[src/rtl/swire_pkg.sv]
package swire_pkg;

    localparam int US_W = 16;

    typedef enum logic [1:0] {
        OP_RESET = 2'b00,
        OP_WRITE = 2'b01,
        OP_READ  = 2'b10,
        OP_NONE  = 2'b11
    } op_e;

    typedef enum logic [1:0] {
        ST_IDLE,
        ST_LOW,
        ST_HIGH,
        ST_REC
    } st_e;

    // Per-operation timing plan, all in microseconds from operation start
    typedef struct packed {
        logic [US_W-1:0] low_us;
        logic [US_W-1:0] smp_us;
        logic [US_W-1:0] end_us;
        logic            smp_en;
        logic            smp_inv;
    } slot_t;

    function automatic slot_t plan_slot(
        input op_e  code,
        input logic wbit,
        input int   rst_low,
        input int   rst_wait,
        input int   pres_smp,
        input int   w1_low,
        input int   w0_low,
        input int   rd_low,
        input int   rd_smp,
        input int   slot_len
    );
        slot_t s;
        s = '0;
        case (code)
            OP_RESET: begin
                s.low_us  = US_W'(rst_low);
                s.smp_us  = US_W'(rst_low + pres_smp);
                s.end_us  = US_W'(rst_low + rst_wait);
                s.smp_en  = 1'b1;
                s.smp_inv = 1'b1;
            end
            OP_WRITE: begin
                s.low_us  = wbit ? US_W'(w1_low) : US_W'(w0_low);
                s.end_us  = US_W'(slot_len);
            end
            OP_READ: begin
                s.low_us  = US_W'(rd_low);
                s.smp_us  = US_W'(rd_smp);
                s.end_us  = US_W'(slot_len);
                s.smp_en  = 1'b1;
            end
            default: s = '0;
        endcase
        return s;
    endfunction

endpackage

[src/rtl/swire_tick.sv]
module swire_tick #(
    parameter int CLK_PER_US = 250
) (
    input  logic clk,
    input  logic rst,
    input  logic clr,
    output logic tick
);
    localparam int DW = (CLK_PER_US > 1) ? $clog2(CLK_PER_US) : 1;
    localparam logic [DW-1:0] LAST = DW'(CLK_PER_US - 1);

    logic [DW-1:0] div_q;

    assign tick = (div_q == LAST);

    always_ff @(posedge clk) begin
        if (rst || clr) begin
            div_q <= '0;
        end else if (tick) begin
            div_q <= '0;
        end else begin
            div_q <= div_q + DW'(1);
        end
    end
endmodule

[src/rtl/swire_sync.sv]
module swire_sync #(
    parameter int STAGES = 2
) (
    input  logic clk,
    input  logic rst,
    input  logic d,
    output logic q
);
    logic [STAGES-1:0] chain_q;

    always_ff @(posedge clk) begin
        if (rst) begin
            chain_q <= '1;
        end else begin
            chain_q[0] <= d;
        end
    end

    generate
        for (genvar i = 1; i < STAGES; i++) begin : g_stage
            always_ff @(posedge clk) begin
                if (rst) begin
                    chain_q[i] <= 1'b1;
                end else begin
                    chain_q[i] <= chain_q[i-1];
                end
            end
        end
    endgenerate

    assign q = chain_q[STAGES-1];
endmodule

[src/rtl/swire_engine.sv]
module swire_engine
    import swire_pkg::*;
#(
    parameter int T_RST_LOW  = 480,
    parameter int T_RST_WAIT = 480,
    parameter int T_PRES_SMP = 70,
    parameter int T_W1_LOW   = 2,
    parameter int T_W0_LOW   = 60,
    parameter int T_RD_LOW   = 2,
    parameter int T_RD_SMP   = 13,
    parameter int T_SLOT     = 60,
    parameter int T_REC      = 5
) (
    input  logic       clk,
    input  logic       rst,
    input  logic       tick,
    input  logic       start,
    input  logic [1:0] op,
    input  logic       wr_bit,
    input  logic       line_s,
    output logic       tick_clr,
    output logic       drive_low,
    output logic       busy,
    output logic       done,
    output logic       result
);
    localparam logic [US_W-1:0] REC_US = US_W'(T_REC);

    st_e             state_q;
    slot_t           slot_q;
    logic [US_W-1:0] cnt_q;
    logic [US_W-1:0] cnt_nx;
    logic            res_q;
    logic            done_q;
    logic            accept;
    slot_t           slot_n;

    assign accept   = start && (state_q == ST_IDLE) && (op != 2'(OP_NONE));
    assign tick_clr = accept;
    assign cnt_nx   = cnt_q + US_W'(1);

    always_comb begin
        slot_n = plan_slot(op_e'(op), wr_bit, T_RST_LOW, T_RST_WAIT, T_PRES_SMP,
                           T_W1_LOW, T_W0_LOW, T_RD_LOW, T_RD_SMP, T_SLOT);
    end

    always_ff @(posedge clk) begin
        if (rst) begin
            state_q <= ST_IDLE;
            slot_q  <= '0;
            cnt_q   <= '0;
            res_q   <= 1'b0;
            done_q  <= 1'b0;
        end else begin
            done_q <= 1'b0;
            case (state_q)
                ST_IDLE: begin
                    if (accept) begin
                        slot_q  <= slot_n;
                        cnt_q   <= '0;
                        res_q   <= 1'b0;
                        state_q <= ST_LOW;
                    end
                end
                ST_LOW: begin
                    if (tick) begin
                        cnt_q <= cnt_nx;
                        if (cnt_nx == slot_q.low_us) begin
                            if (cnt_nx == slot_q.end_us) begin
                                cnt_q   <= '0;
                                state_q <= ST_REC;
                            end else begin
                                state_q <= ST_HIGH;
                            end
                        end
                    end
                end
                ST_HIGH: begin
                    if (tick) begin
                        cnt_q <= cnt_nx;
                        if (slot_q.smp_en && (cnt_nx == slot_q.smp_us)) begin
                            res_q <= line_s ^ slot_q.smp_inv;
                        end
                        if (cnt_nx == slot_q.end_us) begin
                            cnt_q   <= '0;
                            state_q <= ST_REC;
                        end
                    end
                end
                ST_REC: begin
                    if (tick) begin
                        cnt_q <= cnt_nx;
                        if (cnt_nx == REC_US) begin
                            state_q <= ST_IDLE;
                            done_q  <= 1'b1;
                        end
                    end
                end
                default: state_q <= ST_IDLE;
            endcase
        end
    end

    assign drive_low = (state_q == ST_LOW);
    assign busy      = (state_q != ST_IDLE);
    assign done      = done_q;
    assign result    = res_q;

    // completion strobe lasts one clock
    p_done_one_cycle_r9: assert property (@(posedge clk) disable iff (rst)
        done_q |=> !done_q);

    // completion only on the way out of recovery
    p_done_after_rec_r9: assert property (@(posedge clk) disable iff (rst)
        done_q |-> (state_q == ST_IDLE) && ($past(state_q) == ST_REC));

    // an accepted request pulls the line on the next edge
    p_accept_drives_r2: assert property (@(posedge clk) disable iff (rst)
        accept |=> drive_low && busy);

    // a request during an operation leaves the timing plan untouched
    p_start_ignored_r10: assert property (@(posedge clk) disable iff (rst)
        (state_q != ST_IDLE) && start |=> $stable(slot_q));

    // the unused code never starts anything
    p_bad_op_r11: assert property (@(posedge clk) disable iff (rst)
        (state_q == ST_IDLE) && start && (op == 2'b11) |=> (state_q == ST_IDLE) && !drive_low);

    // recovery keeps the line released
    p_rec_released_r8: assert property (@(posedge clk) disable iff (rst)
        (state_q == ST_REC) |-> !drive_low);
endmodule

[src/rtl/swire_master.sv]
module swire_master
    import swire_pkg::*;
#(
    parameter int CLK_PER_US  = 250,
    parameter int SYNC_STAGES = 2,
    parameter int T_RST_LOW   = 480,
    parameter int T_RST_WAIT  = 480,
    parameter int T_PRES_SMP  = 70,
    parameter int T_W1_LOW    = 2,
    parameter int T_W0_LOW    = 60,
    parameter int T_RD_LOW    = 2,
    parameter int T_RD_SMP    = 13,
    parameter int T_SLOT      = 60,
    parameter int T_REC       = 5
) (
    input  logic       clk,
    input  logic       rst,
    input  logic       start,
    input  logic [1:0] op,
    input  logic       wr_bit,
    output logic       busy,
    output logic       done,
    output logic       rd_result,
    output logic       line_drive_low,
    input  logic       line_in
);
    logic tick;
    logic tick_clr;
    logic line_s;

    swire_tick #(.CLK_PER_US(CLK_PER_US)) u_tick (
        .clk  (clk),
        .rst  (rst),
        .clr  (tick_clr),
        .tick (tick)
    );

    swire_sync #(.STAGES(SYNC_STAGES)) u_sync (
        .clk (clk),
        .rst (rst),
        .d   (line_in),
        .q   (line_s)
    );

    swire_engine #(
        .T_RST_LOW  (T_RST_LOW),
        .T_RST_WAIT (T_RST_WAIT),
        .T_PRES_SMP (T_PRES_SMP),
        .T_W1_LOW   (T_W1_LOW),
        .T_W0_LOW   (T_W0_LOW),
        .T_RD_LOW   (T_RD_LOW),
        .T_RD_SMP   (T_RD_SMP),
        .T_SLOT     (T_SLOT),
        .T_REC      (T_REC)
    ) u_engine (
        .clk       (clk),
        .rst       (rst),
        .tick      (tick),
        .start     (start),
        .op        (op),
        .wr_bit    (wr_bit),
        .line_s    (line_s),
        .tick_clr  (tick_clr),
        .drive_low (line_drive_low),
        .busy      (busy),
        .done      (done),
        .result    (rd_result)
    );

    // the line is only pulled while an operation runs
    p_drive_within_busy_r2: assert property (@(posedge clk) disable iff (rst)
        line_drive_low |-> busy);

    // busy drops exactly as done rises
    p_busy_ends_with_done_r9: assert property (@(posedge clk) disable iff (rst)
        $rose(done) |-> !busy && $past(busy));
endmodule

[config.mk]
export PLATFORM = sky130hd
export DESIGN_NAME = swire_master
export DESIGN_NICKNAME = d
export VERILOG_FILES = /design/src/rtl/swire_pkg.sv /design/src/rtl/swire_tick.sv /design/src/rtl/swire_sync.sv /design/src/rtl/swire_engine.sv /design/src/rtl/swire_master.sv
export SDC_FILE = /design/constraint.sdc
export NUM_CORES = 1
export LEC_CHECK = 0
export BUFFER_PORTS_ARGS = -buffer_cell sky130_fd_sc_hd__buf_4
export CAP_MARGIN = 30
export CORE_UTILIZATION = 45
export DETAILED_ROUTE_END_ITERATION = 6
export PLACE_DENSITY = 0.6
export SYNTH_ARGS = -nofsm -noshare
export SYNTH_HDL_FRONTEND = slang
export SYNTH_SLANG_ARGS = --single-unit
[constraint.sdc]
create_clock -name clk -period 3.5 [get_ports clk]
set_clock_uncertainty 0.2 [all_clocks]
set_input_delay 0.875 -clock clk [delete_from_list [all_inputs] [get_ports clk]]
set_output_delay 0.875 -clock clk [all_outputs]
set_load 0.03 [all_outputs]
# Yosys cells after proc, flatten, opt, wreduce, memory -nomap -nowiden
# Index checks and enable logic that the tools add are counted.
# op_classes
n_addsub	2
eq_ne	19
muxes	27
bitwise_logic	3
reduce_logical	16
# ops
operator	count
16-bit two-way mux	6
16-bit case mux with 4 select lines	1
16-bit equality test	3
16-bit case mux with 3 select lines	1
10-bit case mux with 2 select lines	2
16-bit by 1-bit adder with 16-bit output (second input constant)	1
16-bit by 3-bit equality test with 1-bit output (second input constant)	1
2-bit two-way mux	7
2-bit by 1-bit inequality test with 1-bit output (second input constant)	5
8-bit by 1-bit adder with 8-bit output (second input constant)	1
8-bit equality test (second input constant)	1
2-bit inequality test (second input constant)	4
2-bit case mux with 4 select lines	1
4-bit AND reduction	2
1-bit two-way mux	7
7-bit AND reduction	1
2-bit equality test (second input constant)	3
6-bit two-way mux	1
2-bit OR reduction	3
2-bit by 1-bit equality test with 1-bit output (second input constant)	2
2-bit zero test	2
2-bit nonzero test	2
1-bit logical AND	3
1-bit NOT	3
4 further kinds	4
# word_totals
ff_bits	78
inputBits	7
out_inout_bits	4
word_cells	77

# Logic depth before layout (Yosys ltp)
# Gate-level depths: netlist of run 1.
# logic_depth
ltp_word	6
ltp_mapped	11
ltp_nobuf	9

# Cells and area by module
# Synthesis of run 1 repeated with hierarchy kept, for this count alone.
# hier_totals
cells_unflattened	321
area_unflattened_um2	2593.7
# modules_own_cells
module	instances	cells_each	area_per_inst_um2	seq_area_each_um2
swire_engine	1	276	2203.4	540.5
swire_tick	1	43	379.1	160.2
swire_sync	1	2	11.3	0.0

# Worst setup path before layout of run 1
# No wires, ideal clock.
# synth_path
path_type	register -> register
from	reg u_engine.cnt_q[0]
to	reg u_engine.cnt_q[0]
setup_time_ns	0.132
arrival_time_ns	2.409
path_slack_ns	0.759
stages_incl_launch_ff	12
n_path_buf	3
synth_period_minus_slack_ns	2.741
path_cell_list	dfxtp_1 > ha_1 > buf_2 > nand3_1 > nor3_1 > a31oi_1 > or3_1 > buf_2 > a2111o_1 > buf_6 > nand3_1 > a21oi_1
# synth_between
elab_chain_len	6
# synth_rtl
element	line_no	rtl
start, declared	swire_engine.sv:31	logic [US_W-1:0] cnt_q;
start signal, assigned	swire_engine.sv:67	cnt_q <= cnt_nx;
start signal, assigned	swire_engine.sv:80	cnt_q <= cnt_nx;
start signal, assigned	swire_engine.sv:92	cnt_q <= cnt_nx;
16-bit by 1-bit adder with 16-bit output *	swire_engine.sv:40	assign cnt_nx = cnt_q + US_W'(1);
16-bit equality test	swire_engine.sv:69, swire_engine.sv:84	
16-bit two-way mux	swire_engine.sv:69, swire_engine.sv:84	
16-bit two-way mux	swire_engine.sv:68	if (cnt_nx == slot_q.low_us) begin
16-bit two-way mux	swire_engine.sv:66	if (tick) begin
16-bit case mux with 4 select lines *	swire_engine.sv:56	case (state_q)
# Mark *: on every way between the ends. The rest lies on a longest branch, timed or not. The select of a mux whose other input is x is not followed.
# A chain may end at the register's enable or synchronous reset.

# Final worst setup path of run 1
# layout_path
from	reg u_engine.cnt_q[0]
to	reg u_engine.cnt_q[2]
# The elaborated chain is that of the path after synthesis.

==> results of run 1 <==
==> registers in the layout (all words and copies together) (netlist names) <==
name and count:
u_tick.div_q 8, u_engine.cnt_q 16, u_engine.done 1, u_engine.state_q 2
u_engine.slot_q 7, u_engine.result 1
==> through the flow <==
| step | worst slack, ns | total power [mW] |
|---|---|---|
| after floorplan | 0.759 | 0.848 |
| after global placement | 0.477 | 0.994 |
| after detailed placement | 0.388 | 0.998 |
| after CTS | 0.381 | 1.37 |
| after global routing | 0.246 | 1.45 |
| final | 0.386 | 1.36 |
==> how the worst min path moves through the flow <==
stage / from / to / slack [ns] / depth (start not counted)
after detailed placement: u_engine.slot_q[21] / u_engine.slot_q[21] / 0.26 / 2
after global placement: u_tick.div_q[0] / u_tick.div_q[0] / 0.25 / 1
final: u_tick.div_q[0] / u_tick.div_q[0] / 0.27 / 1
after CTS: u_engine.slot_q[21] / u_engine.slot_q[21] / 0.27 / 2
after floorplan: u_tick.div_q[0] / u_tick.div_q[0] / 0.23 / 1
after global routing: u_engine.result / u_engine.result / 0.30 / 2
==> worst max-delay path: stages (launching register included) <==
cell and delay, ns:
dfxtp_1 0.48, ha_1 0.22, nand3_1 0.13, nor3_1 0.35
a31oi_1 0.17, or3_1 0.39, a2111o_1 0.61, buf_4 0.27
o2111ai_1 0.09, a21oi_1 0.09
==> layout by cell type (no fill, tap or decap), types with 3 or more instances in the layout <==
master,Yosys,routed
nor4b_1,3,3
o2111ai_1,6,6
ha_1,14,14
nand2_1,36,36
clkbuf_8,0,5
nor2_1,26,26
nor3_1,21,21
and3_1,6,6
dfxtp_1,35,35
xnor2_1,9,9
mux2i_1,3,3
o31a_1,3,3
nand3b_1,4,4
xor2_1,10,10
nor2b_1,6,6
inv_1,14,14
o31ai_1,4,4
nor3b_1,7,7
or3_1,5,5
and2_1,4,4
nand4_1,7,7
buf_4,0,27
a21oi_1,24,24
nor4_1,5,5
o2111ai_2,6,6
o21ai_0,4,4
nand3_1,14,14
==> cell type report <==
class	count	area [µm²]	area share
inverters	14	52.6	0.0178
well taps	72	90.1	0.0305
repair buffers	27	203	0.0685
flip-flops and latches	35	701	0.237
clock buffers	5	68.8	0.0233
multi-input cells	266	1800	0.608
clock inverters	3	43.8	0.0148
==> where the power goes <==
part	switching, mW	internal (mW)	leakage [nW]	total, mW
registers	0.0243	0.425	0.283	0.450
logic	0.384	0.154	0.774	0.538
clock network	0.160	0.212	0.0581	0.372
==> layer usage <==
metal | global-route usage | vias to the layer above | wire length [µm]
li1 | - | 1251 | -
met1 | 0.280 | 1162 | 3140
met2 | 0.331 | 31 | 2820
met3 | 0.0368 | 9 | 167
met4 | 0.0600 | 0 | 74
met5 | 0 | - | 0
==> logic make-up after synthesis <==
kind of cell | synth area share
adders and majority gates | 0.0655
buffers and inverters | 0.0669
DFF | 0.262
AOI/OAI and AO/OA | 0.210
muxes | 0.0112
and+or+nand+nor | 0.322
xor gates and xnor gates | 0.0623
==> impl_metrics.env, run 1 <==
export IMPL_status="finished clean"
export IMPL_cts_buffer_depth=2
export IMPL_rows=27
export IMPL_dieArea_mm2=0.00625
export IMPL_tns_ns=0
export IMPL_clock_root_buffer="clkbuf_8"
export IMPL_reg2reg_from="u_engine.cnt_q[0]"
export IMPL_synthArstFlopShare=0
export IMPL_endpoint_kind="flip-flop"
export IMPL_ios=11
export IMPL_drt_total_wl_um=6200
export IMPL_grtUsageTotal=0.206
export IMPL_initial_core_util=0.477
export IMPL_yosys_top_cells_count="nand2_1 (36), dfxtp_1 (35), nor2_1 (26)"
export IMPL_hold_path_class="reg -> reg"
export IMPL_yosysUniqueCellTypes=56
export IMPL_leakage_nw=1.12
export IMPL_worstMarginPinSlew_ns=0.792
export IMPL_ir_drop_mv=0.361
export IMPL_vias=2453
export IMPL_relSlewSlack=0.472
export IMPL_core_area_mm2=0.00561
export IMPL_final_instance_count_excl_fill=422
export IMPL_drcViolationCount=0
export IMPL_post_dp_cell_area_mm2=0.00285
export IMPL_stdcell_area_mm2=0.00296
export IMPL_startpoint="u_engine.cnt_q[0]"
export IMPL_synth_seq_cells=35
export IMPL_grt_max_degree=36
export IMPL_grt_pass1_wl_um=10200
export IMPL_critPathKind="reg -> reg"
export IMPL_synthCells=344
export IMPL_hpwl_um=4370
export IMPL_synth_top_area_frac=0.262
export IMPL_rr_endpoint="u_engine.cnt_q[2]"
export IMPL_drtPass1Iterations=4
export IMPL_required_ns=3.47
export IMPL_diodes=0
export IMPL_gp_congestion=0.799
export IMPL_crit_end="u_engine.cnt_q[2]"
export IMPL_yosysMostFrequentCell="nand2_1"
export IMPL_drv_cap=0
export IMPL_cp_max_fo=12
export IMPL_post_route_util=0.527
export IMPL_port_buffers=9
export IMPL_max_freq_ghz=0.321
export IMPL_grt_ovfl_total=0
export IMPL_placedCellCount=414
export IMPL_clk_pin_slew_worst_paths_ns=0.08
export IMPL_cts_buffers=5
export IMPL_final_nets=370
export IMPL_worst_ep_arrival_time_ns=3.08
export IMPL_ant_nets=0
export IMPL_syn_mean_instance_area_um2=7.77
export IMPL_cts_resized_gates=0
export IMPL_final_hold_viol_count=0
export IMPL_cts_sinks=35
export IMPL_power_density_mw_per_mm2=460
export IMPL_report_final_slew_viol_count=0
export IMPL_setup_reg_to_reg_worst_slack_ns=0.39
export IMPL_fin_crit_ns=3.11
export IMPL_ys_seq_area_frac=0.262
export IMPL_synth_area_leaders="dfxtp_1 (26%), ha_1 (6.6%), nand2_1 (5.1%)"
export IMPL_die_h_um=79.1
export IMPL_insertion_delay_ns=0.30
export IMPL_reg2reg_depth=9
export IMPL_rsz0062_at_grt="no"
export IMPL_postCtsHoldBufs=0
export IMPL_synthFlopType="dfxtp_1"
export IMPL_cts_max_level=2
export IMPL_startpoint_type="flip-flop"
export IMPL_synth_largest_area_cell="dfxtp_1"
export IMPL_fill_cells=557
export IMPL_area_delta_synth_final_pct=10.7
export IMPL_cts_tree="yes"
export IMPL_grt_pass1_vias=2165
export IMPL_drtIter0Drc=101
export IMPL_post_cts_setup_buffer_count=0
export IMPL_syn_num_nets=365
export IMPL_finalSetupViolCount=0
export IMPL_synth_edf_count=0
export IMPL_die_w_um=79.1
export IMPL_hold_slack_ns=0.270
export IMPL_drive_above_1_share=0.146
export IMPL_fin_crit_sh=0.890
export IMPL_ys_warnings_count=2
export IMPL_syn_area_mm2=0.00267
export IMPL_avgViaCountPerCell=5.81
export IMPL_antenna_found_initial=0
export IMPL_wl_per_cell_um=14.7
Power figures use the tool's default switching activity.
==> run 2, diff against run 1 <==
--- a/config.mk
+++ b/config.mk
@@ -5,6 +5,7 @@
 export SDC_FILE = /design/constraint.sdc
 export NUM_CORES = 1
 export LEC_CHECK = 0
+export ABC_AREA = 1
 export BUFFER_PORTS_ARGS = -buffer_cell sky130_fd_sc_hd__buf_4
 export CAP_MARGIN = 30
 export CORE_UTILIZATION = 45
@@ -13,3 +14,4 @@
 export SYNTH_ARGS = -nofsm -noshare
 export SYNTH_HDL_FRONTEND = slang
 export SYNTH_SLANG_ARGS = --single-unit
+export TNS_END_PERCENT = 30
==> run 2 against run 1 <==
Effect of this change:
- via count fell by 3.2%
- clock power grew 1%
- synthesized cell count rose by 15%
- worst setup slack improved by 0.28 ns
- power is 2.6% higher
- sequential cell count is the same
- combinational power rose by 4.3%
- clock-buffer cell count unchanged
- sequential share of layout area increased by 1.9 points
- maximum frequency up 10%
- largest power group unchanged
- highest routed layer unchanged
==> impl_metrics.env, run 2 <==
export IMPL_relSlewSlack=0.646
export IMPL_synthFlopType="dfxtp_1"
export IMPL_postCtsHoldBufs=0
export IMPL_drive_above_1_share=0.108
export IMPL_ir_drop_mv=0.459
export IMPL_top_regs="u_engine.cnt_q x16, u_tick.div_q x8, u_engine.slot_q x7"
export IMPL_final_hold_viol_count=0
export IMPL_yosys_top_cells_count="nand2_1 (102), nor2_1 (58), inv_1 (47)"
export IMPL_diodes=0
export IMPL_startpoint_type="flip-flop"
export IMPL_report_final_slew_viol_count=0
export IMPL_finalSetupViolCount=0
export IMPL_max_freq_ghz=0.353
export IMPL_syn_num_nets=418
export IMPL_ios=11
export IMPL_status="finished clean"
export IMPL_crit_end="u_engine.cnt_q[10]"
export IMPL_dieArea_mm2=0.00585
export IMPL_seq_area_um2=701
export IMPL_reg2reg_depth=14
export IMPL_cp_max_fo=16
export IMPL_synth_seq_cells=35
export IMPL_port_buffers=9
export IMPL_power_internal_mw=0.797
export IMPL_final_instance_count_excl_fill=478
export IMPL_synth_edf_count=0
export IMPL_ys_seq_area_frac=0.281
export IMPL_fin_crit_ns=2.83
export IMPL_rows=26
export IMPL_synth_area_leaders="dfxtp_1 (28%), nand2_1 (15%), nor2_1 (8.7%)"
export IMPL_cts_buffers=5
export IMPL_yosysMostFrequentCell="nand2_1"
export IMPL_vias=2374
export IMPL_power_density_mw_per_mm2=510
export IMPL_critPathKind="reg -> reg"
export IMPL_post_cts_setup_buffer_count=0
export IMPL_final_common_cell="nand2_1"
export IMPL_synthCells=397
export IMPL_die_w_um=76.5
export IMPL_worst_ep_arrival_time_ns=2.80
export IMPL_largest_register="u_engine.cnt_q"
export IMPL_cts_buffer_depth=2
export IMPL_tns_ns=0
export IMPL_hold_path_class="reg -> reg"
export IMPL_p_switching_mw=0.598
export IMPL_grt_max_degree=25
export IMPL_die_h_um=76.5
export IMPL_synthArstFlopShare=0
export IMPL_grt_ovfl_total=0
export IMPL_layout_common_cells="nand2_1 (102), nor2_1 (58), inv_1 (47), dfxtp_1 (35), nand3_1 (29)"
export IMPL_syn_mean_instance_area_um2=6.29
export IMPL_insertion_delay_ns=0.28
export IMPL_grtUsageTotal=0.214
export IMPL_cts_sinks=35
export IMPL_antenna_found_initial=0
export IMPL_drt_total_wl_um=5800
export IMPL_avgViaCountPerCell=4.97
export IMPL_multi_input_area_mm2=0.00157
export IMPL_worstMarginPinSlew_ns=0.531
export IMPL_rsz0062_at_grt="no"
export IMPL_cts_resized_gates=0
export IMPL_largest_register_ffs=16
export IMPL_final_nets=428
export IMPL_ant_nets=0
export IMPL_fill_cells=555
export IMPL_setup_reg_to_reg_worst_slack_ns=0.67
export IMPL_synth_largest_area_cell="dfxtp_1"
export IMPL_cts_tree="yes"
export IMPL_drtIter0Drc=127
export IMPL_hpwl_um=4320
export IMPL_clock_power_share=0.269
export IMPL_drtPass1Iterations=4
export IMPL_required_ns=3.47
export IMPL_cts_max_level=2
export IMPL_yosysUniqueCellTypes=31
export IMPL_initial_core_util=0.477
export IMPL_core_area_mm2=0.00524
export IMPL_startpoint="u_engine.cnt_q[0]"
export IMPL_placedCellCount=470
export IMPL_grt_pass1_wl_um=10100
export IMPL_clk_pin_slew_worst_paths_ns=0.08
export IMPL_area_delta_synth_final_pct=9.47
export IMPL_syn_area_mm2=0.00250
export IMPL_gp_congestion=0.828
export IMPL_clock_root_buffer="clkbuf_8"
export IMPL_ys_warnings_count=2
export IMPL_leakage_nw=1.13
export IMPL_grt_pass1_vias=2143
export IMPL_reg2reg_from="u_engine.cnt_q[0]"
export IMPL_power_frac_comb=0.402
export IMPL_rr_endpoint="u_engine.cnt_q[10]"
export IMPL_p_sw_frac=0.429
export IMPL_hold_slack_ns=0.272
export IMPL_drv_cap=0
export IMPL_endpoint_kind="flip-flop"
export IMPL_fin_crit_sh=0.809
export IMPL_seqPwrFrac=0.329
export IMPL_wl_per_cell_um=12.1
export IMPL_drcViolationCount=0
export IMPL_synth_top_area_frac=0.281
## run 2: metal layers
layer  vias up  global-route usage  share of wire
met3         4              0.0395          0.022
met1      1042               0.301           0.53
met5         -                   0              0
li1       1307                   -              -
met4         0              0.0558         0.0069
met2        21               0.332           0.44
## run 2: cell families (layout without fill, tap and decap cells)
| family | Yosys count | after routing | synth area share |
|---|---|---|---|
| AND/OR/NAND/NOR | 223 | 223 | 0.399 |
| AO/OA/AOI/OAI | 67 | 67 | 0.153 |
| buffers and inverters | 56 | 67 | 0.0907 |
| flip-flops | 35 | 35 | 0.281 |
| adder cells (fa/ha/maj) | 14 | 14 | 0.0701 |
| XOR/XNOR | 2 | 2 | 0.00702 |
## run 2: worst max-delay path, stage by stage (launching register included)
cell and delay [ns]:
dfxtp_1 0.47, ha_1 0.32, nand2_1 0.11, nor2_2 0.21, nand2_1 0.09, nand2_2 0.13
inv_2 0.05, o21ai_1 0.12, nand2_1 0.07, nor2_1 0.19, nand2_2 0.09, nand2_2 0.06
nand2_2 0.24, o21ai_0 0.26, a21oi_1 0.08
## run 2: area by class of cell
class	count	share of cell area
inverters	49	0.0673
repair buffers	10	0.0275
multi-input cells	306	0.574
flip-flops and latches	35	0.256
clock inverters	3	0.0174
clock buffers	5	0.0252
well taps	70	0.0320
## run 2: worst min-delay path by stage
| stage | startpoint | end | slack (ns) | cells past startpoint |
|---|---|---|---|---|
| 3_3_place_gp | u_tick.div_q[0] | u_tick.div_q[0] | 0.25 | 1 |
| 3_5_place_dp | u_tick.div_q[0] | u_tick.div_q[0] | 0.26 | 1 |
| 2_1_floorplan | u_tick.div_q[0] | u_tick.div_q[0] | 0.23 | 1 |
| 5_1_grt | u_engine.result | u_engine.result | 0.31 | 2 |
| 6_report | u_tick.div_q[0] | u_tick.div_q[0] | 0.27 | 1 |
| 4_1_cts | u_tick.div_q[0] | u_tick.div_q[0] | 0.28 | 1 |
## run 2: through the flow
stage | area, µm² | utilization | power (mW) | setup slack (ns)
floorplan | 2500 | - | 0.903 | 1.01
global placement | 2620 | 0.500 | 1.03 | 0.672
detailed placement | 2620 | 0.500 | 1.04 | 0.655
CTS | 2730 | 0.522 | 1.41 | 0.643
global route | 2730 | 0.522 | 1.51 | 0.336
finish | 2730 | 0.522 | 1.40 | 0.669
## run 2: power by group through the flow
stage	Clock [mW]	Sequential, mW	Combinational (mW)
6_report	0.376	0.459	0.561
5_1_grt	0.407	0.463	0.643
4_1_cts	0.387	0.459	0.569
3_5_place_dp	0	0.468	0.569
3_3_place_gp	0	0.468	0.560
2_1_floorplan	0	0.470	0.433
